File: src/rtl/ptw_pkg.sv
package ptw_pkg;
  localparam int VA_W   = 64;
  localparam int PA_W   = 56;
  localparam int PO_W   = 12;
  localparam int VPN_W  = 9;
  localparam int LEVELS = 3;
  localparam int LVL_W  = $clog2(LEVELS);
  localparam int PPN_W  = PA_W - PO_W;
  localparam int WADR_W = PPN_W + VPN_W;
  localparam int PTE_W  = 64;
  localparam int BIT_V  = 0;
  localparam int BIT_R  = 1;
  localparam int BIT_W  = 2;
  localparam int BIT_X  = 3;
  localparam int PPN_LSB = 10;
  localparam int SATP_EN = 63;
  localparam logic [1:0] PRIV_MACHINE = 2'b11;

  typedef enum logic [1:0] {ST_IDLE, ST_ISSUE, ST_WAIT, ST_DONE} walk_state_e;
endpackage

File: src/rtl/ptw_pte_eval.sv
module ptw_pte_eval
  import ptw_pkg::*;
(
  input  logic [PTE_W-1:0] pte_i,
  input  logic [LVL_W-1:0] lvl_i,
  output logic             leaf_o,
  output logic             fault_o,
  output logic [PPN_W-1:0] ppn_o
);
  logic valid, reserved;

  always_comb begin
    valid    = pte_i[BIT_V];
    reserved = pte_i[BIT_W] & ~pte_i[BIT_R];
    leaf_o   = pte_i[BIT_R] | pte_i[BIT_X];
    fault_o  = ~valid | reserved | (~leaf_o && lvl_i == '0);
    ppn_o    = pte_i[PPN_LSB +: PPN_W];
  end
endmodule

File: src/rtl/ptw_pa_form.sv
module ptw_pa_form
  import ptw_pkg::*;
(
  input  logic [VA_W-1:0]  va_i,
  input  logic [PPN_W-1:0] ppn_i,
  input  logic [LVL_W-1:0] lvl_i,
  output logic [PA_W-1:0]  pa_o
);
  logic [PA_W-1:0] cand [LEVELS];

  // higher levels pass more virtual index bits through
  for (genvar l = 0; l < LEVELS; l++) begin : g_lvl
    localparam int KEEP = PO_W + VPN_W * l;
    assign cand[l] = {ppn_i[PPN_W-1:VPN_W*l], va_i[KEEP-1:0]};
  end

  always_comb begin
    pa_o = cand[0];
    for (int l = 1; l < LEVELS; l++)
      if (lvl_i == LVL_W'(l)) pa_o = cand[l];
  end
endmodule

File: src/rtl/ptw_walk_top.sv
module ptw_walk_top
  import ptw_pkg::*;
(
  input  logic              clk_i,
  input  logic              rst_ni,
  input  logic              req_valid_i,
  output logic              req_ready_o,
  input  logic [63:0]       req_vaddr_i,
  input  logic [1:0]        priv_mode_i,
  input  logic [63:0]       satp_i,
  output logic              mem_req_o,
  output logic [52:0]       mem_addr_o,
  input  logic [63:0]       mem_rdata_i,
  input  logic              mem_rvalid_i,
  output logic              done_o,
  output logic              fault_o,
  output logic [55:0]       pa_o,
  output logic [1:0]        page_size_o
);
  walk_state_e      state_q;
  logic [LVL_W-1:0] lvl_q;
  logic [PPN_W-1:0] ppn_q;
  logic [VA_W-1:0]  va_q;
  logic [PA_W-1:0]  pa_q;
  logic [1:0]       size_q;
  logic             fault_q;

  logic             xlate;
  logic             pte_leaf, pte_fault;
  logic [PPN_W-1:0] pte_ppn;
  logic [PA_W-1:0]  leaf_pa;
  logic [VPN_W-1:0] vpn_f [LEVELS];
  logic [VPN_W-1:0] vpn_cur;

  for (genvar l = 0; l < LEVELS; l++) begin : g_vpn
    assign vpn_f[l] = va_q[PO_W + VPN_W*l +: VPN_W];
  end

  always_comb begin
    vpn_cur = vpn_f[0];
    for (int l = 1; l < LEVELS; l++)
      if (lvl_q == LVL_W'(l)) vpn_cur = vpn_f[l];
  end

  assign xlate = satp_i[SATP_EN] && (priv_mode_i != PRIV_MACHINE);

  ptw_pte_eval u_eval (
    .pte_i   (mem_rdata_i),
    .lvl_i   (lvl_q),
    .leaf_o  (pte_leaf),
    .fault_o (pte_fault),
    .ppn_o   (pte_ppn)
  );

  ptw_pa_form u_pa (
    .va_i  (va_q),
    .ppn_i (pte_ppn),
    .lvl_i (lvl_q),
    .pa_o  (leaf_pa)
  );

  always_ff @(posedge clk_i or negedge rst_ni) begin
    if (!rst_ni) begin
      state_q <= ST_IDLE;
      lvl_q   <= '0;
      ppn_q   <= '0;
      va_q    <= '0;
      pa_q    <= '0;
      size_q  <= '0;
      fault_q <= 1'b0;
    end else begin
      unique case (state_q)
        ST_IDLE: if (req_valid_i) begin
          va_q <= req_vaddr_i;
          if (xlate) begin
            ppn_q   <= satp_i[PPN_W-1:0];
            lvl_q   <= LVL_W'(LEVELS - 1);
            state_q <= ST_ISSUE;
          end else begin
            pa_q    <= req_vaddr_i[PA_W-1:0];
            size_q  <= '0;
            fault_q <= 1'b0;
            state_q <= ST_DONE;
          end
        end
        ST_ISSUE: state_q <= ST_WAIT;
        ST_WAIT: if (mem_rvalid_i) begin
          if (pte_fault) begin
            pa_q    <= '0;
            size_q  <= '0;
            fault_q <= 1'b1;
            state_q <= ST_DONE;
          end else if (pte_leaf) begin
            pa_q    <= leaf_pa;
            size_q  <= 2'(lvl_q);
            fault_q <= 1'b0;
            state_q <= ST_DONE;
          end else begin
            ppn_q   <= pte_ppn;
            lvl_q   <= lvl_q - 1'b1;
            state_q <= ST_ISSUE;
          end
        end
        ST_DONE: state_q <= ST_IDLE;
        default: state_q <= ST_IDLE;
      endcase
    end
  end

  assign req_ready_o = (state_q == ST_IDLE);
  assign mem_req_o   = (state_q == ST_ISSUE);
  assign mem_addr_o  = {ppn_q, vpn_cur};
  assign done_o      = (state_q == ST_DONE);
  assign fault_o     = fault_q;
  assign pa_o        = pa_q;
  assign page_size_o = size_q;
endmodule

File: config.mk
export PLATFORM = sky130hd
export DESIGN_NAME = ptw_walk_top
export DESIGN_NICKNAME = d
export VERILOG_FILES = /design/src/rtl/ptw_pkg.sv /design/src/rtl/ptw_pte_eval.sv /design/src/rtl/ptw_pa_form.sv /design/src/rtl/ptw_walk_top.sv
export SDC_FILE = /design/constraint.sdc
export NUM_CORES = 1
export LEC_CHECK = 0
export ABC_AREA = 1
export BUFFER_PORTS_ARGS = -buffer_cell sky130_fd_sc_hd__buf_2
export CAP_MARGIN = 20
export CORE_MARGIN = 10
export CORE_UTILIZATION = 44
export CTS_CLUSTER_DIAMETER = 120
export DETAILED_ROUTE_END_ITERATION = 12
export GPL_TIMING_DRIVEN = 0
export PLACE_DENSITY = 0.76
export SYNTH_ARGS = -nofsm -noshare
export SYNTH_HDL_FRONTEND = slang
export SYNTH_SLANG_ARGS = --single-unit
File: constraint.sdc
create_clock -name clk_i -period 1.6 [get_ports clk_i]
set_input_delay 0.08 -clock clk_i [delete_from_list [all_inputs] [get_ports clk_i]]
set_output_delay 0.08 -clock clk_i [all_outputs]
set_load 0.01 [all_outputs]
==> results.sh <==
export IMPL_post_place_ws_ns=-0.577
export IMPL_initial_core_util_pct=45.0
export IMPL_p_total_mw=27.6
export IMPL_placed_cell_area_um2=9160
export IMPL_drv_cap=0
export IMPL_slowest_delay_ns=0.39
export IMPL_violations="setup timing"
export IMPL_critPathRequiredTime_ns=1.52
export IMPL_finalInstanceArea_um2=12000
export IMPL_ys_async_sr_fraction_pct=100
export IMPL_worstHoldPathCells=5
export IMPL_clk_latency_ns=0.42
export IMPL_cts_buffers_inserted=17
export IMPL_drt_first_pass_iters=5
export IMPL_slew_headroom_pct=56.1
export IMPL_layout_common_cells="nand2_1 (348), buf_2 (279), dfrtp_1 (144)"
export IMPL_drtAntennaViolNets=0
export IMPL_tightest_slew_ns=0.658
export IMPL_crit_chain="inv_2 > ha_4 > buf_8 > buf_8 > a21oi_4 > a21oi_2 > buf_2"
export IMPL_fin_tns_setup_ns=-13.91
export IMPL_first_iter_violations=577
export IMPL_grt_overflow=0
export IMPL_die_h_um=150
export IMPL_io_pins=313
export IMPL_clock_sinks=146
export IMPL_gp_congestion=0.961
export IMPL_ys_seq_area_share_pct=48.8
export IMPL_critPathSlowestCell="dfrtp_1"
export IMPL_drc=0
export IMPL_p_leak_nw=6.42
export IMPL_rows=47
export IMPL_r2r_cells=12
export IMPL_grt_pass1_wl_mm=45.7
export IMPL_cp_common_cell="buf_8"
export IMPL_yosys_most_used_dff="dfrtp_1"
export IMPL_drive_gt1_share_pct=46.3
export IMPL_setup_viol=114
export IMPL_max_freq_mhz=539
export IMPL_grt_max_degree=81
export IMPL_dp_hpwl_mm=21.1
export IMPL_fin_skew_ns=0.00924
export IMPL_core_um2=16600
export IMPL_track_usage_pct=26.0
export IMPL_cts_root_buf="clkbuf_16"
export IMPL_hp_class="in2reg"
export IMPL_avgSynthCellArea_um2=7.67
export IMPL_synth_fp_nets=1178
export IMPL_die_x_um=150
export IMPL_peakVddDrop_v=0.00106
export IMPL_outcome="finished with violations"
export IMPL_path_clk_slew_ns=0.06
export IMPL_cts_tree="yes"
export IMPL_crit_path_end_kind="primary output"
export IMPL_htree_levels=4
export IMPL_holdWs_ns=0.00262
export IMPL_syn_inst=977
export IMPL_wl_per_cell_um=19.8
export IMPL_grt_antenna_before_repair=1
export IMPL_dieArea_um2=22600
export IMPL_wl_mm=31.7
export IMPL_critPathKind="reg2out"
export IMPL_powerDensity_nw_per_um2=2310
export IMPL_synth_edf_count=0
export IMPL_critPathMaxFanout=5
export IMPL_rsz0062_at_grt="true"
export IMPL_synth_seq_cells=146
export IMPL_yosysWarningCount=0
export IMPL_syn_area_um2=7490
export IMPL_layout_commonest_cell="nand2_1"
export IMPL_hold_viol=0
export IMPL_drv_slew=0
export IMPL_period_needed_ns=1.86
export IMPL_grt_pass1_vias=8263
export IMPL_period_share_pct=116
export IMPL_yosysUniqueCellTypes=23
export IMPL_vias_per_cell=5.43
export IMPL_clockBufferDepth=2
export IMPL_syn_to_final_growth_pct=59.6
export IMPL_nNetsFinal=1568
export IMPL_cp_start_kind="register"
export IMPL_port_buffers=269
export IMPL_vias=8691
export IMPL_finalWorstSetupSlack_ns=-0.255
export IMPL_crit_arrival_ns=1.78
-- metrics by stage --
stage	utilization, %	cells
after global routing	71.8	1600
final	71.8	1601
after floorplan	-	977
after global placement	54.8	1466
after CTS	67.1	1586
after detailed placement	55.0	1467
-- routing by layer --
| metal | GRT usage (%) | vias up | wire, um |
|---|---|---|---|
| li1 | - | 3976 | - |
| met1 | 32.2 | 4163 | 12300 |
| met2 | 43.1 | 465 | 15500 |
| met3 | 5.61 | 85 | 2770 |
| met4 | 10.9 | 2 | 1170 |
| met5 | 0 | - | 13 |
-- cells by family (layout without fill, tap and decap cells) --
kind of cell / Yosys count / in the layout / share of synthesized area [%]
and+or+nand+nor: 632 / 634 / 35.0
muxes: 39 / 39 / 5.86
adders and majority gates: 3 / 3 / 0.501
other: 0 / 1 / 0
buffers and inverters: 92 / 493 / 5.48
AOI/OAI and AO/OA: 65 / 65 / 4.39
DFF: 146 / 146 / 48.8
-- path summary, 6_finish.rpt --
check	startpoint	slack, ns	endpoint
setup reg to reg	lvl_q[1]$_DFFE_PN0P_	-0.17	pa_o[50]$_DFFE_PN0P_
hold reg to reg	pa_o[28]$_DFFE_PN0P_	0.47	pa_o[28]$_DFFE_PN0P_
setup / recovery	lvl_q[0]$_DFFE_PN0P_	-0.26	mem_addr_o[7]
max in group asynchronous	rst_ni	0.52	state_q[1]$_DFFE_PN0P_
hold / removal	req_vaddr_i[46]	0.003	pa_o[46]$_DFFE_PN0P_
min in group asynchronous	rst_ni	0.23	pa_o[28]$_DFFE_PN0P_
-- registers in the layout, summed over array words and instances (netlist names) --
name / flops
ppn_q: 44
pa_o: 56
state_q: 2
va_q: 39
page_size_o: 2
fault_o: 1
lvl_q: 2
-- timing repair --
action / 4_1_cts / 5_1_grt
gates cloned: 11 / 5
resized for setup: 181 / 198
hold buffers: 55 / 0
setup endpoints to repair: 124 / 124
pin swaps: 14 / 63
endpoints found under the hold margin: 136 / 0
setup buffers: 21 / 11
-- where the power goes --
group	leakage, nW	internal (mW)	total [mW]	switching [mW]
combinational	4.34	7.19	16.9	9.69
sequential	1.81	5.47	6.86	1.38
clock	0.263	2.18	3.84	1.66
total	6.42	14.8	27.6	12.7
-- critical path: cells and delay by family (launching register included) --
family | cells | cell delay [ns]
fa+ha+maj | 1 | 0.18
buf+inv | 4 | 0.55
flops | 1 | 0.39
compound gates | 2 | 0.23
-- Yosys cell counts (2+ instances only) --
| master | instances | area [um2] |
|---|---|---|
| nand2_1 | 472 | 1770 |
| mux2_2 | 39 | 439 |
| buf_2 | 37 | 185 |
| clkinv_1 | 2 | 7.51 |
| nand3_1 | 90 | 450 |
| a21oi_1 | 19 | 95.1 |
| nand4_1 | 47 | 294 |
| buf_4 | 3 | 22.5 |
| clkbuf_1 | 23 | 86.3 |
| inv_1 | 20 | 75.1 |
| nor2_1 | 19 | 71.3 |
| buf_1 | 5 | 18.8 |
| dfrtp_1 | 146 | 3650 |
| o21ai_0 | 44 | 220 |
| ha_1 | 3 | 37.5 |
-- layout make-up --
cell class	count	area, um2
fill	1247	4690
multi-input combinational	741	4240
sequential	146	3660
timing repair buffer	371	2510
buffer	67	624
clock buffer	20	447
tap	220	275
clock inverter	12	106
inverter	23	93.8
antenna	1	2.50
No activity file was read; power rests on OpenSTA's default activity.
